===== src/rtl/sysctl_pkg.sv =====
package sysctl_pkg;
  localparam int DW     = 32;
  localparam int REG_W  = 4;
  localparam int SEL_W  = 2;
  localparam int NSLOT  = 15;
  localparam int SLOT_W = $clog2(NSLOT);
  localparam int NOPS   = 18;

  // operation bit positions on op_pulse
  localparam int OP_C_INV_BOTH = 0;
  localparam int OP_C_INV_I    = 1;
  localparam int OP_C_INV_I_VA = 2;
  localparam int OP_C_INV_I_SW = 3;
  localparam int OP_C_PREF_I   = 4;
  localparam int OP_C_DRAIN    = 5;
  localparam int OP_C_TCI_D    = 6;
  localparam int OP_C_CI_D_VA  = 7;
  localparam int OP_C_CI_D_SW  = 8;
  localparam int OP_C_INV_D    = 9;
  localparam int OP_C_INV_D_VA = 10;
  localparam int OP_C_TC_D     = 11;
  localparam int OP_T_BOTH     = 12;
  localparam int OP_T_I        = 14;
  localparam int OP_T_D        = 16;

  typedef struct packed {
    logic              hit;
    logic [SLOT_W-1:0] idx;
  } slot_t;

  typedef logic [NSLOT-1:0][DW-1:0] slot_arr_t;
endpackage


===== src/rtl/sysctl_addr_dec.sv =====
module sysctl_addr_dec
  import sysctl_pkg::*;
(
  input  logic [REG_W-1:0] reg_num,
  input  logic [SEL_W-1:0] sel,
  output slot_t            slot
);
  always_comb begin
    slot = '0;
    unique case (reg_num)
      4'd1:  begin slot.hit = 1'b1; slot.idx = SLOT_W'(0); end
      4'd2:  begin slot.hit = 1'b1; slot.idx = SLOT_W'(1); end
      4'd3:  begin slot.hit = 1'b1; slot.idx = SLOT_W'(2); end
      4'd5:  begin slot.hit = ~sel[1]; slot.idx = SLOT_W'(3) + SLOT_W'(sel[0]); end
      4'd6:  begin slot.hit = 1'b1; slot.idx = SLOT_W'(5); end
      4'd9:  begin slot.hit = 1'b1; slot.idx = SLOT_W'(6) + SLOT_W'(sel); end
      4'd10: begin slot.hit = 1'b1; slot.idx = SLOT_W'(10); end
      4'd13: begin slot.hit = ~sel[1]; slot.idx = SLOT_W'(11) + SLOT_W'(sel[0]); end
      4'd15: begin slot.hit = ~sel[1]; slot.idx = SLOT_W'(13) + SLOT_W'(sel[0]); end
      default: slot = '0;
    endcase
  end
endmodule


===== src/rtl/sysctl_slot_store.sv =====
module sysctl_slot_store
  import sysctl_pkg::*;
(
  input  logic          clk,
  input  logic          rst_n,
  input  logic          wr_en,
  input  slot_t         wr_slot,
  input  logic [DW-1:0] wr_data,
  output slot_arr_t     slots
);
  slot_arr_t slots_q;
  slot_arr_t slots_d;
  logic [NSLOT-1:0] slot_en;

  for (genvar i = 0; i < NSLOT; i++) begin : g_slot
    always_comb begin
      slot_en[i] = wr_en && wr_slot.hit && (wr_slot.idx == SLOT_W'(i));
      slots_d[i] = slot_en[i] ? wr_data : slots_q[i];
    end

    always_ff @(posedge clk or negedge rst_n) begin
      if (!rst_n)          slots_q[i] <= '0;
      else if (slot_en[i]) slots_q[i] <= slots_d[i];
    end
  end

  assign slots = slots_q;

  // a cycle without a write enable leaves every word unchanged
  a_r5_store_hold: assert property (@(posedge clk) disable iff (!rst_n)
    !(wr_en && wr_slot.hit) |=> $stable(slots_q));
  // one write touches at most one word
  a_r4_single_slot: assert property (@(posedge clk) disable iff (!rst_n)
    $onehot0(slot_en));
endmodule


===== src/rtl/sysctl_maint_dec.sv =====
module sysctl_maint_dec
  import sysctl_pkg::*;
(
  input  logic             clk,
  input  logic             rst_n,
  input  logic             wr_en,
  input  logic [REG_W-1:0] reg_num,
  input  logic [SEL_W-1:0] sel,
  input  logic [DW-1:0]    wdata,
  output logic [NOPS-1:0]  op_pulse,
  output logic [DW-1:0]    op_operand,
  output logic             op_invalid
);
  logic            is_cache, is_tlb;
  logic [NOPS-1:0] pulse_d, pulse_q;
  logic [DW-1:0]   opnd_d, opnd_q;
  logic            inv_d, inv_q;
  int              idx;

  always_comb begin
    is_cache = wr_en && (reg_num == 4'd7);
    is_tlb   = wr_en && (reg_num == 4'd8);
    idx      = -1;
    if (is_cache) begin
      unique case ({sel, wdata[2:0]})
        5'b01_000: idx = OP_C_INV_BOTH;
        5'b01_001: idx = OP_C_INV_I;
        5'b01_010: idx = OP_C_INV_I_VA;
        5'b01_011: idx = OP_C_INV_I_SW;
        5'b01_100: idx = OP_C_PREF_I;
        5'b01_101: idx = OP_C_DRAIN;
        5'b10_000: idx = OP_C_TCI_D;
        5'b10_001: idx = OP_C_CI_D_VA;
        5'b10_011: idx = OP_C_CI_D_SW;
        5'b10_110: idx = OP_C_DRAIN;
        5'b00_000: idx = OP_C_INV_D;
        5'b00_001: idx = OP_C_INV_D_VA;
        5'b00_011: idx = OP_C_TC_D;
        default:   idx = -1;
      endcase
    end else if (is_tlb) begin
      unique case (sel)
        2'd2:    idx = OP_T_BOTH + int'(wdata[0]);
        2'd1:    idx = OP_T_I + int'(wdata[0]);
        2'd0:    idx = OP_T_D + int'(wdata[0]);
        default: idx = -1;
      endcase
    end

    pulse_d = '0;
    opnd_d  = '0;
    inv_d   = 1'b0;
    if (is_cache || is_tlb) begin
      if (idx < 0) begin
        inv_d = 1'b1;
      end else begin
        pulse_d[idx] = 1'b1;
        opnd_d = is_cache ? {wdata[DW-1:3], 3'b000} : {wdata[DW-1:1], 1'b0};
      end
    end
  end

  always_ff @(posedge clk or negedge rst_n) begin
    if (!rst_n) begin
      pulse_q <= '0;
      opnd_q  <= '0;
      inv_q   <= 1'b0;
    end else begin
      pulse_q <= pulse_d;
      opnd_q  <= opnd_d;
      inv_q   <= inv_d;
    end
  end

  assign op_pulse   = pulse_q;
  assign op_operand = opnd_q;
  assign op_invalid = inv_q;

  // never more than one operation at a time
  a_r10_onehot: assert property (@(posedge clk) disable iff (!rst_n)
    $onehot0(pulse_q));
  // any pulse or invalid flag follows a maintenance write
  a_r10_cause: assert property (@(posedge clk) disable iff (!rst_n)
    (pulse_q != '0 || inv_q) |-> $past(wr_en && (reg_num == 4'd7 || reg_num == 4'd8)));
  // invalid flag excludes every pulse
  a_r10_excl: assert property (@(posedge clk) disable iff (!rst_n)
    inv_q |-> (pulse_q == '0));
  // cache operands carry clear low bits, TLB operands clear bit 0
  a_r9_cache_low: assert property (@(posedge clk) disable iff (!rst_n)
    (pulse_q[OP_C_TC_D:0] != '0) |-> (opnd_q[2:0] == 3'b000));
  a_r9_tlb_low: assert property (@(posedge clk) disable iff (!rst_n)
    (pulse_q[NOPS-1:OP_T_BOTH] != '0) |-> (opnd_q[0] == 1'b0));
endmodule


===== src/rtl/sysctl_regbank.sv =====
module sysctl_regbank
  import sysctl_pkg::*;
#(
  parameter logic [31:0] ID_WORD    = 32'h5A01_0001,
  parameter logic [31:0] CACHE_WORD = 32'h0C1D_2004,
  parameter logic [31:0] TCM_WORD   = 32'h0000_0011
) (
  input  logic             clk,
  input  logic             rst_n,
  input  logic             acc_valid,
  input  logic             acc_write,
  input  logic [REG_W-1:0] acc_reg,
  input  logic [SEL_W-1:0] acc_sel,
  input  logic [DW-1:0]    acc_wdata,
  output logic             rd_valid,
  output logic [DW-1:0]    rd_data,
  output logic [NOPS-1:0]  op_pulse,
  output logic [DW-1:0]    op_operand,
  output logic             op_invalid
);
  logic [1:0]    rst_sync;
  logic          srst_n;
  slot_t         slot;
  slot_arr_t     slots;
  logic          wr_en, rd_en;
  logic [DW-1:0] rd_data_d, rd_data_q;
  logic          rd_valid_q;

  always_ff @(posedge clk or negedge rst_n) begin
    if (!rst_n) rst_sync <= 2'b00;
    else        rst_sync <= {rst_sync[0], 1'b1};
  end
  assign srst_n = rst_sync[1];

  assign wr_en = acc_valid && acc_write;
  assign rd_en = acc_valid && !acc_write;

  sysctl_addr_dec u_dec (
    .reg_num (acc_reg),
    .sel     (acc_sel),
    .slot    (slot)
  );

  sysctl_slot_store u_store (
    .clk     (clk),
    .rst_n   (srst_n),
    .wr_en   (wr_en),
    .wr_slot (slot),
    .wr_data (acc_wdata),
    .slots   (slots)
  );

  sysctl_maint_dec u_maint (
    .clk        (clk),
    .rst_n      (srst_n),
    .wr_en      (wr_en),
    .reg_num    (acc_reg),
    .sel        (acc_sel),
    .wdata      (acc_wdata),
    .op_pulse   (op_pulse),
    .op_operand (op_operand),
    .op_invalid (op_invalid)
  );

  always_comb begin
    rd_data_d = '0;
    if (acc_reg == 4'd0) begin
      unique case (acc_sel)
        2'd0:    rd_data_d = ID_WORD;
        2'd1:    rd_data_d = CACHE_WORD;
        2'd2:    rd_data_d = TCM_WORD;
        default: rd_data_d = '0;
      endcase
    end else if (slot.hit) begin
      for (int i = 0; i < NSLOT; i++)
        if (slot.idx == SLOT_W'(i)) rd_data_d = slots[i];
    end
  end

  always_ff @(posedge clk or negedge srst_n) begin
    if (!srst_n) begin
      rd_valid_q <= 1'b0;
      rd_data_q  <= '0;
    end else begin
      rd_valid_q <= rd_en;
      if (rd_en) rd_data_q <= rd_data_d;
    end
  end

  assign rd_valid = rd_valid_q;
  assign rd_data  = rd_data_q;

  // read data is valid exactly one cycle after a read strobe
  a_r6_rd_timing: assert property (@(posedge clk) disable iff (!srst_n)
    rd_valid_q == $past(rd_en));
  // an identification read returns the configured constant
  a_r2_id_read: assert property (@(posedge clk) disable iff (!srst_n)
    (rd_en && acc_reg == 4'd0 && acc_sel == 2'd0) |=> (rd_data_q == ID_WORD));
  // reads of the maintenance registers return zero
  a_r5_maint_read: assert property (@(posedge clk) disable iff (!srst_n)
    (rd_en && (acc_reg == 4'd7 || acc_reg == 4'd8)) |=> (rd_data_q == '0));
endmodule


===== config.mk =====
export PLATFORM = sky130hd
export DESIGN_NAME = sysctl_regbank
export DESIGN_NICKNAME = d
export VERILOG_FILES = /design/src/rtl/sysctl_pkg.sv /design/src/rtl/sysctl_addr_dec.sv /design/src/rtl/sysctl_slot_store.sv /design/src/rtl/sysctl_maint_dec.sv /design/src/rtl/sysctl_regbank.sv
export SDC_FILE = /design/constraint.sdc
export NUM_CORES = 1
export LEC_CHECK = 0
export ABC_AREA = 1
export ABC_CLOCK_PERIOD_IN_PS = 20000
export CAP_MARGIN = 20
export CORE_AREA = 2 2 214 216
export CTS_BUF_LIST = sky130_fd_sc_hd__clkbuf_8
export CTS_CLUSTER_DIAMETER = 150
export CTS_CLUSTER_SIZE = 25
export DETAILED_ROUTE_END_ITERATION = 8
export DIE_AREA = 0 0 216 218
export HOLD_SLACK_MARGIN = 0.05
export PLACE_DENSITY = 0.79
export SLEW_MARGIN = 20
export SYNTH_ARGS = -nofsm -noshare
export SYNTH_HDL_FRONTEND = slang
export SYNTH_SLANG_ARGS = --single-unit

===== constraint.sdc =====
create_clock -name clk -period 20 [get_ports clk]
set_input_delay 2 -clock clk [delete_from_list [all_inputs] [get_ports clk]]
set_output_delay 2 -clock clk [all_outputs]
set_load 0.02 [all_outputs]

Word level (Yosys, flattened, before mapping)
Memory sizes are Yosys's and may differ from the RTL's.
Cells that the tools add are included.
W data, S select, Z words.
{"block": "classes", "addsub": 7, "order_cmp": 3, "eq_ne": 27, "muxes": 31, "bitwise": 1, "n_reduce_logical": 26}
{"cell": "$mux W32", "count": 21}
{"cell": "$pmux W32 S3", "count": 1}
{"cell": "$pmux W31 S3", "count": 1}
{"cell": "$eq A4 B4 Y1 const B", "count": 12}
{"cell": "$pmux W5 S9", "count": 1}
{"cell": "$mux W18", "count": 2}
{"cell": "$ge A32 B1 Y1 const B", "count": 1}
{"cell": "$lt A32 B1 Y1 const B", "count": 1}
{"cell": "$lt A32 B7 Y1 const B", "count": 1}
{"cell": "$eq A4 B3 Y1 const B", "count": 7}
{"cell": "$logic_and A1 B1 Y1", "count": 21}
{"cell": "$eq A4 B2 Y1 const B", "count": 4}
{"cell": "$add A4 B1 Y5 const A", "count": 2}
{"cell": "$add A3 B2 Y4 const A", "count": 2}
{"cell": "$eq A4 B1 Y1 const B", "count": 2}
{"cell": "$logic_not A4 Y1", "count": 2}
{"cell": "$add A5 B1 Y6 const A", "count": 1}
{"cell": "$demux W1 S5", "count": 1}
{"cell": "$add A4 B1 Y4 const A", "count": 1}
{"cell": "$add A2 B1 Y3 const A", "count": 1}
{"cell": "$mux W1", "count": 3}
{"cell": "$mux W3", "count": 1}
{"cell": "$eq A2 B1 Y1 const B", "count": 1}
{"cell": "$eq A2 B2 Y1 const B", "count": 1}
{"cell": "other kinds (4)", "count": 4}
{"block": "word_totals", "ff_bits": 566, "mem_bits_ro": 1024, "in_bits": 42, "out_inout_bits": 84, "wordCells": 117, "mem_count": 1}
{"memory": "(no name shown)", "words": 32, "word_bits": 32, "read_ports": 1, "rd_ports_with_merged_regs": 0, "write_ports": 0, "line_no": "sysctl_maint_dec.sv:25", "source": "unique case ({sel, wdata[2:0]})"}

Depth between registers and ports, before layout
Gate-level depths: netlist (run 1).
{"block": "depth", "depth_word": 20, "depth_mapped": 20, "mapped_depth_nobuf": 19}

Hierarchy
From an unflattened synthesis (run 1), not the netlist that was laid out.
{"block": "hier_totals", "hier_cells": 3569, "area_unflattened_um2": 26983.4}
{"mod": "sysctl_slot_store", "instances": 1, "cells_per_inst": 2148, "area_each_um2": 19088.3}
{"mod": "sysctl_regbank", "instances": 1, "cells_per_inst": 1130, "area_each_um2": 5531.6}
{"mod": "sysctl_maint_dec", "instances": 1, "cells_per_inst": 249, "area_each_um2": 2183.3}
{"mod": "sysctl_addr_dec", "instances": 1, "cells_per_inst": 42, "area_each_um2": 180.2}

Worst setup path after synthesis (run 1)
Ideal clock, no wire load.
{"block": "synth_path", "path_kind": "input to register", "from": "input port acc_sel[0]", "to": "register rd_data_q[30] (netlist: rd_data[30])", "setup_time_ns": 0.121, "t_arrival_ns": 3.590, "required_time_ns": 19.879, "slack_ns": 16.289, "path_stages": 15, "path_cell_list": "buf_2 inv_1 buf_2 nor2_1 inv_1 buf_2 or2_0 nand2_1 nand4_1 nor2_1 nand3_1 nor2_1 nand3_1 nand2_1 a21oi_1"}
{"block": "synth_via", "elab_chain_cells": 20, "word_cells_on_any_way": 41}
{"item": "start, declared", "line_no": "sysctl_regbank.sv:13", "source": "input logic [SEL_W-1:0] acc_sel,"}
{"item": "$add A4 B1 Y4 (tied with other cells)", "line_no": "sysctl_addr_dec.sv:18", "source": "4'd13: begin slot.hit = ~sel[1]; slot.idx = SLOT_W'(11) + SLOT_W'(sel[0]); end"}
{"item": "$pmux W5 S9", "line_no": "sysctl_addr_dec.sv:10", "source": "unique case (reg_num)"}
{"item": "$logic_not A4 Y1", "line_no": "sysctl_regbank.sv:76", "source": "if (slot.idx == SLOT_W'(i)) rd_data_d = slots[i];"}
{"item": "$mux W32 (15 in series)", "line_no": "sysctl_regbank.sv:76"}
{"item": "$mux W32", "line_no": "sysctl_regbank.sv:74", "source": "end else if (slot.hit) begin"}
{"item": "$mux W32 *", "line_no": "sysctl_regbank.sv:67", "source": "if (acc_reg == 4'd0) begin"}
{"item": "end signal, assigned", "line_no": "sysctl_regbank.sv:86", "source": "if (rd_en) rd_data_q <= rd_data_d;"}
{"item": "end, declared", "line_no": "sysctl_regbank.sv:26", "source": "logic [DW-1:0] rd_data_d, rd_data_q;"}
Mark *: on every way between the ends. The rest lies on a longest branch, timed or not.
A chain may end at the register's enable or synchronous reset.

Final worst setup path (run 1)
{"block": "layout_path", "from": "input port acc_sel[0]", "to": "register u_store.slots_q, in the netlist u_store.slots[264]"}
{"block": "layout_via", "elab_chain_cells": 4, "word_cells_on_any_way": 7}
{"item": "$add A4 B1 Y4 (tied with other cells)", "line_no": "sysctl_addr_dec.sv:18"}
{"item": "$pmux W5 S9 *", "line_no": "sysctl_addr_dec.sv:10"}
{"item": "$eq A4 B4 Y1 *", "line_no": "sysctl_slot_store.sv:17", "source": "slot_en[i] = wr_en && wr_slot.hit && (wr_slot.idx == SLOT_W'(i));"}
{"item": "$logic_and A1 B1 Y1 *", "line_no": "sysctl_slot_store.sv:17"}
{"item": "end signal, assigned by index", "line_no": "sysctl_slot_store.sv:23", "source": "else if (slot_en[i]) slots_q[i] <= slots_d[i];"}
{"item": "end, declared", "line_no": "sysctl_slot_store.sv:11", "source": "slot_arr_t slots_q;"}
Marks and branches as above.

==> reports/qor.csv, run 1 <==
metric;value;unit
final period utilization;0.310;
Worst Path Arrival;6720;ps
critical path, cell by cell;clkdlybuf4s50_1 -> buf_4 -> nand3_2 -> nand2_1 -> nor2_1 -> nand2_1 -> nor2_1 -> nand2_2 -> inv_1 -> nand2_2 -> o21ai_0;
Comb pwr share;0.163;
Syn Inst Count;2919;
final wirelength;64.9;mm
hold-fix buffers at CTS;0;
total power draw;2.15;mW
initial antenna violation count;1;
Slew headroom;0.258;
met2 GRT Util;0.434;
Area Overhead vs Synth;7.58;%
power share of the sequential group;0.622;
Vias;20000;
Skew-Pair Late Insertion Delay;670;ps
Hold Fails Final Rpt;0;
clock buffer depth;3;
Total Neg Setup Slack;0;ps
# diodes;0;
max_cap viols;0;
die width;216;um
clock-pin slew on the worst setup and hold paths;140;ps
row count;78;
post-route ant nets;0;
FMAX;0.161;GHz
TritonRoute pass-1 iters;5;
GPL Wtd Cong;0.881;
status;completed;
Setup Fix Bufs, Post-CTS;0;
share of the synthesized area in the top cell type;0.578;
Final Setup Violations;0;
vias in the first global route;18800;
critical path peak fanout;64;
Clock Skews;15.4;ps
Avg WL per Cell;18.5;um
Min Clock Period, post-route;6200;ps
Hold Crit Class;reg -> async;
met3 GRT Util;0.0471;
Final nets;2959;
layout cells sized above 1;0.0358;
global-route wire length before repair;103;mm
synth unique cells;33;
Initial Utilization;0.545;
sw frac;0.296;
Worst path slowest cell;nand2_2;
final number of max-transition violations;0;
Port Buffers;124;
sw power;636;uW
Clk network pwr share;0.215;
H-tree depth;1;
placeable core region;44900;um^2
count of buffer and inverter cells on the critical path;3;
Synth Register Bits;565;
area of placed instances;25800;um^2
post-route cell area;26300;um^2
die height;218;um
sequential share of the synthesized area;0.578;
gr usage total;0.277;
DRC;0;
post-CTS sizing;0;
CTS root buffer;clkbuf_8;
P_int;1.51;mW
worst slew pin tran;1110;ps
Inserted Clock Buffers;26;
via/cell ratio;5.70;
final std cells w/o fill;3506;
pwr/cell area;81.6;nW/um^2
CTS tree;built;
Starting DRT DRC Count;2641;
data required time at the worst endpoint;20520;ps
Area contributors post-synth;dfrtp_1 58%, nand2_1 15%, o21ai_0 7.3%;
busiest grt layer;met2;
post-synth top area cell;dfrtp_1;
IO Count;126;
Crit path depth;11;
max incr delay on CP;810;ps
Peak VDD IR;0.0457;mV
CP Class;in -> reg;
M1 GR Usage;0.405;
Ys Warns;0;
Detailed Place HPWL;41.3;mm
largest net degree at the start of global routing;192;
DIE AREA;47100;um^2
Post-Syn Nets;2972;
Leak Pwr;12.4;nW
critical path's top delay family;simple AND/OR/NAND/NOR gates;
count of placed standard cells including taps;3475;
CP Launch Type;input port;
number of fill cells;3956;
CP endpoint kind;flip-flop;
Clock Sinks;565;
Reg2Reg Depth;3;
RSZ-0062 raised after global routing;no;
Mapped Area;24500;um^2
Avg Cell Area, Syn;8.38;um^2
remaining global-route overflow;0;
final timing paths:
| kind | startpoint | end | slack [ps] |
|---|---|---|---|
| min in group clk | rst_sync[0]$_DFF_PN0_ | rst_sync[1]$_DFF_PN0_ | 370 |
| min reg2reg | rst_sync[1]$_DFF_PN0_ | u_store.slots[43]$_DFFE_PN0P_ | 280 |
| min | rst_sync[1]$_DFF_PN0_ | u_store.slots[43]$_DFFE_PN0P_ | 280 |
| max | acc_sel[0] | u_store.slots[264]$_DFFE_PN0P_ | 13800 |
| max in group asynchronous | rst_sync[1]$_DFF_PN0_ | rd_data[31]$_DFFE_PN0P_ | 17040 |
| max reg2reg | rst_sync[1]$_DFF_PN0_ | rd_data[31]$_DFFE_PN0P_ | 17040 |
layout by cell type, fill, tap and decap left out, drive strengths merged:
cell and count:
and3 2, clkdlybuf4s50 124, o211ai 6, dfrtp 565, clkinv 4, ha 11
nor3 10, clkbuf 27, o21ai 519, nand2 961, inv 163, and2 1
nand4 108, a21oi 54, or2 14, a31oi 2, a2111oi 1, nand3 40
nor2 265, o221ai 1, conb 2, buf 26
cells in the mapped netlist (all sizes together):
library cell	count
o221ai	1
clkbuf	84
nor3	10
nand3	40
nand2	961
dfrtp	565
o211ai	6
inv	164
or2	14
a31oi	2
o21ai	519
and2	1
a21oi	54
nor2	265
clkinv	2
buf	107
and3	2
ha	11
conb	2
nand4	108
a2111oi	1
power groups by stage:
stage	Clock [mW]	Sequential [mW]	Combinational [mW]
floorplan	0	1.37	0.199
global placement	0	1.35	0.329
detailed placement	0	1.36	0.342
CTS	0.467	1.34	0.343
global route	0.508	1.35	0.394
finish	0.461	1.34	0.350
cells by family (layout without fill, tap and decap cells):
logic type | count (synthesis) | after routing | share of synthesized area
AND/OR/NAND/NOR | 1401 | 1401 | 0.233
flip-flops | 565 | 565 | 0.578
AO/OA/AOI/OAI | 583 | 583 | 0.121
other | 2 | 2 | 0.000307
buffers and inverters | 357 | 344 | 0.0614
adder cells (fa/ha/maj) | 11 | 11 | 0.00563
per-stage QoR:
stage / util / worst slack, ps / hold WS, ps
CTS: 0.583 / 13820 / 372
global route: 0.586 / 13450 / 319
global placement: 0.574 / 13230 / 340
floorplan: - / 3090 / 331
finish: 0.586 / 13800 / 281
detailed placement: 0.574 / 13120 / 342
cell type report:
type                    count  area [um^2]  share of cell area
inverters                 166          623              0.0237
flip-flops and latches    565        14100               0.538
clock buffers              27          372              0.0141
multi-input cells        1997         8890               0.338
well taps                 600          751              0.0285
clock inverters             1         11.3            0.000428
repair buffers            150         1520              0.0576
worst register-to-register path: stages, from the launching register on:
cell,delay (ps)
dfrtp_4,740
buf_6,700
buf_4,710
buf_4,810
layer usage:
| layer | part of all wire | vias to the layer above | routed length (um) |
|---|---|---|---|
| met5 | 0 | - | 0 |
| met4 | 0.023 | 0 | 1480 |
| met3 | 0.084 | 96 | 5440 |
| met2 | 0.45 | 841 | 29400 |
| met1 | 0.44 | 9769 | 28500 |
| li1 | - | 9290 | - |
registers in the layout, indices dropped and copies added, names as in the netlist:
signal	cells
u_maint.op_pulse	18
u_maint.op_invalid	1
u_maint.op_operand	31
rst_sync	2
rd_valid	1
rd_data	32
u_store.slots	480
No activity file was read; power rests on OpenSTA's default activity.
==> run 2: changes to the inputs <==
Settings changed: ABC_CLOCK_PERIOD_IN_PS 20000 to 5400, PLACE_DENSITY 0.79 to 0.82.
Clock period 20 ns to 5.4 ns, I/O delays scaled along.
==> reports/qor.csv, run 2 (synthesis results as in run 1) <==
metric;value;unit
post-route ant nets;0;
initial antenna violation count;1;
power share of the sequential group;0.627;
hold-fix buffers at CTS;1;
sw power;2.31;mW
CP Class;in -> reg;
vias in the first global route;19100;
Critical Path Source;acc_reg[0];
post-CTS sizing;0;
final core utilization;0.588;
Hold Crit Class;reg -> async;
gr usage total;0.266;
data required time at the worst endpoint;5950;ps
Comb pwr share;0.160;
final std cells w/o fill;3521;
worst slew pin tran;1100;ps
most common cell after layout, fill and taps aside;nand2_1;
reg2reg setup slack;3310;ps
Slew headroom;0.266;
max reg flops;480;
GPL Wtd Cong;0.863;
DRC;0;
CP endpoint kind;flip-flop;
IO Count;126;
RR Endpoint;rd_data[30]$_DFFE_PN0P_;
P_int;5.59;mW
Detailed Place HPWL;41.2;mm
Worst path slowest cell;nand2_2;
Peak VDD IR;0.183;mV
die width;216;um
max_cap viols;0;
CP dominant cell by count;nand2_1;
Setup Fix Bufs, Post-CTS;0;
final period utilization;0.733;
CTS tree;built;
max incr delay on CP;810;ps
commonest non-fill, non-tap cells in the layout;943 x nand2_1, 564 x dfrtp_1, 357 x o21ai_0;
via/cell ratio;5.71;
reg2reg start;u_store.slots[126]$_DFFE_PN0P_;
pwr/cell area;299;nW/um^2
Starting DRT DRC Count;2341;
Skew-Pair Late Insertion Delay;660;ps
Avg WL per Cell;17.7;um
Clock Sinks;565;
Vias;20100;
Reg2Reg Depth;10;
pre-CTS setup slack;815;ps
Leak Pwr;12.4;nW
critical path, cell by cell;clkdlybuf4s50_1 -> inv_2 -> nor2_1 -> nand2_1 -> nand2_1 -> nand2_1 -> nand3_1 -> and3_1 -> nand2_2 -> o21ai_0;
die height;218;um
Area Overhead vs Synth;7.87;%
Critical Path End;u_store.slots[312]$_DFFE_PN0P_;
critical path peak fanout;64;
CP Launch Type;input port;
row count;78;
TritonRoute pass-1 iters;6;
Clock Skews;36.3;ps
Final Setup Violations;0;
layout cells sized above 1;0.0390;
Final Worst Setup Slack;1440;ps
Min Clock Period, post-route;3960;ps
Total Neg Setup Slack;0;ps
clock buffer depth;3;
Clk network pwr share;0.213;
remaining global-route overflow;0;
final wirelength;62.3;mm
Worst Path Arrival;4510;ps
CTS root buffer;clkbuf_8;
H-tree depth;1;
FMAX;0.253;GHz
clock-pin slew on the worst setup and hold paths;150;ps
Port Buffers;124;
global-route wire length before repair;101;mm
status;completed;
Hold Fails Final Rpt;0;
RSZ-0062 raised after global routing;no;
DIE AREA;47100;um^2
placeable core region;44900;um^2
largest net degree at the start of global routing;171;
Inserted Clock Buffers;26;
Initial Utilization;0.545;
sw frac;0.292;
count of placed standard cells including taps;3489;
Final nets;2972;
final number of max-transition violations;0;
-- run 2: cell count changes in the layout (fill, tap and decap cells not counted) --
cell / change
nand2_2: +4
buf_4: +13
nor2_1: +2
clkinv_1: -1
nand2_4: -4
diode_2: +1
nor2_2: -2
buf_16: -2
inv_1: +2
buf_12: +3
dlygate4sd3_1: +1
buf_6: -2
-- run 2: worst min path at each step --
stage                                                end  cells after the start                  start
final                       u_store.slots[8]$_DFFE_PN0P_                      0  rst_sync[1]$_DFF_PN0_
after global routing       u_store.slots[37]$_DFFE_PN0P_                      0  rst_sync[1]$_DFF_PN0_
after CTS                  u_store.slots[37]$_DFFE_PN0P_                      0  rst_sync[1]$_DFF_PN0_
after detailed placement   u_store.slots[37]$_DFFE_PN0P_                      0  rst_sync[1]$_DFF_PN0_
after global placement    u_store.slots[133]$_DFFE_PN0P_                      0  rst_sync[1]$_DFF_PN0_
after floorplan                    rst_sync[0]$_DFF_PN0_                      0                  rst_n
-- run 2: layer usage --
metal  GRT usage  routed length [um]  up-vias
met4      0.0703                1240        0
met1       0.389               27400     9919
met5           0                   0        -
li1            -                   -     9328
met2       0.427               29000      777
met3      0.0322                4570       94
-- run 2: worst max-delay path, delay by kind of cell --
family	cells	cell delay [ps]
AO/OA/AOI/OAI	1	480
buffers and inverters	2	670
AND/OR/NAND/NOR	7	2810
-- run 2: cell type report --
type                       instances  area, um^2
tap                              600         751
clock inverter                     2        15.0
clock buffer                      27         372
fill                            3920       18500
timing repair buffer             163        1610
sequential                       565       14100
multi-input combinational       1997        8870
inverter                         166         623
antenna                            1        2.50
-- run 2: per-stage QoR --
step	total power, mW	hold slack [ps]	instance area, um^2
2_1_floorplan	5.80	244	24500
3_3_place_gp	6.20	236	25900
3_5_place_dp	6.28	237	25900
4_1_cts	7.92	250	26300
5_1_grt	8.31	268	26400
6_report	7.90	235	26400
-- run 2: power by group through the flow --
stage | sequential (mW) | clock [mW] | combinational [mW]
global placement | 4.99 | 0 | 1.20
floorplan | 5.06 | 0 | 0.736
global route | 5.00 | 1.86 | 1.44
CTS | 4.94 | 1.72 | 1.26
finish | 4.95 | 1.68 | 1.27
detailed placement | 5.02 | 0 | 1.26
==> run 3: changes to the inputs <==
Settings changed: ABC_CLOCK_PERIOD_IN_PS 5400 to 3420.
Clock period 5.4 ns to 3.42 ns, I/O delays scaled along.
==> reports/qor.csv, run 3 (synthesis results as in run 1) <==
metric;value;unit
row count;78;
data required time at the worst endpoint;4000;ps
hold-fix buffers at CTS;1;
clock-pin slew on the worst setup and hold paths;140;ps
RSZ-0062 raised after global routing;no;
critical path peak fanout;15;
Multi-input gate area;8840;um^2
Min Clock Period, post-route;2760;ps
Hold Fails Final Rpt;0;
Starting DRT DRC Count;2551;
Clock Skews;43.9;ps
final std cells w/o fill;3567;
max reg flops;480;
Leak Pwr;12.6;nW
die height;218;um
Peak VDD IR;0.285;mV
gr usage total;0.271;
CP endpoint kind;flip-flop;
final core utilization;0.597;
Detailed Place HPWL;43.2;mm
max_cap viols;0;
FMAX;0.362;GHz
Inserted Clock Buffers;26;
Skew-Pair Late Insertion Delay;690;ps
TritonRoute pass-1 iters;6;
Setup Fix Bufs, Post-CTS;0;
post-CTS sizing;0;
layout cells sized above 1;0.0540;
final period utilization;0.808;
remaining global-route overflow;0;
CTS root buffer;clkbuf_8;
largest net degree at the start of global routing;97;
number of fill cells;3814;
clock buffer depth;3;
Vias;20200;
via/cell ratio;5.66;
final wirelength;62.9;mm
DRC;0;
commonest non-fill, non-tap cells in the layout;943 x nand2_1, 564 x dfrtp_1, 357 x o21ai_0;
Final Worst Setup Slack;657;ps
CTS tree;built;
Clock Sinks;565;
Slew headroom;0.467;
final number of max-transition violations;0;
vias in the first global route;19600;
initial antenna violation count;0;
Area Overhead vs Synth;9.61;%
Hold Crit Class;in -> async;
count of placed standard cells including taps;3535;
Worst Path Arrival;3340;ps
CP Class;in -> reg;
Port Buffers;124;
status;completed;
Reg2Reg Depth;10;
IO Count;126;
GPL Wtd Cong;0.880;
Initial Utilization;0.545;
post-route ant nets;0;
Final nets;3018;
die width;216;um
pwr/cell area;468;nW/um^2
pre-CTS setup slack;-60.1;ps
Sequential Area;14100;um^2
CP Launch Type;input port;
total power draw;12.6;mW
H-tree depth;1;
most common cell after layout, fill and taps aside;nand2_1;
placeable core region;44900;um^2
global-route wire length before repair;103;mm
Avg WL per Cell;17.6;um
Final Setup Violations;0;
worst slew pin tran;799;ps
DIE AREA;47100;um^2
-- run 3: cell types whose count changed in the layout (fill, tap and decap cells not counted), sizes merged --
cell    delta
buf       +46
clkinv     -1
diode      +1
-- run 3: power by group --
group	switching, mW	internal (mW)	total [mW]
Combinational	1.32	0.733	2.05
Clock	1.96	0.725	2.68
Sequential	0.416	7.40	7.82
-- run 3: critical path: stages --
cell and delay [ps]:
clkdlybuf4s50_1 620, nand2_1 160, nor2_1 320, nand2_1 200
nand2_1 100, inv_1 40, nand2_1 200, nor2_1 80
nand2_2 270, buf_4 280, nand2_1 80, inv_1 50
nand4_1 90, nand2_1 90, nand4_1 100, nand2_1 120
nand2_1 80, nand2_1 60, nand2_1 40
-- run 3: routing by layer --
| metal | vias to the layer above | GRT usage | wire, um |
|---|---|---|---|
| met1 | 9928 | 0.394 | 28000 |
| met4 | 0 | 0.0660 | 880 |
| met2 | 780 | 0.440 | 29600 |
| met5 | - | 0 | 0 |
| li1 | 9413 | - | - |
| met3 | 73 | 0.0314 | 4400 |
-- run 3: path summary, 6_finish.rpt --
kind | startpoint | end | slack [ps]
worst max-delay path | acc_reg[2] | rd_data[14]$_DFFE_PN0P_ | 660
worst max register to register | u_store.slots[126]$_DFFE_PN0P_ | rd_data[30]$_DFFE_PN0P_ | 1560
worst min-delay path | rst_n | rst_sync[1]$_DFF_PN0_ | 370
worst min register to register | rst_sync[0]$_DFF_PN0_ | rst_sync[1]$_DFF_PN0_ | 370
max in group asynchronous | rst_sync[1]$_DFF_PN0_ | u_store.slots[451]$_DFFE_PN0P_ | 2010
min in group clk | rst_sync[0]$_DFF_PN0_ | rst_sync[1]$_DFF_PN0_ | 370
-- run 3: stage by stage --
stage,instance area (um^2),TNS (ps),hold WS [ps]
after global placement,26400,-590,337
after CTS,26800,0,341
after global routing,26800,0,355
after detailed placement,26400,-586,340
final,26800,0,365
after floorplan,24500,-1164520,46.4
-- run 3: final cells by class --
type,count,share of cell area
diodes,2,0.000187
multi-input cells,1997,0.330
flip-flops and latches,565,0.528
well taps,600,0.0280
inverters,166,0.0232
repair buffers,209,0.0770
clock inverters,1,0.000420
clock buffers,27,0.0139
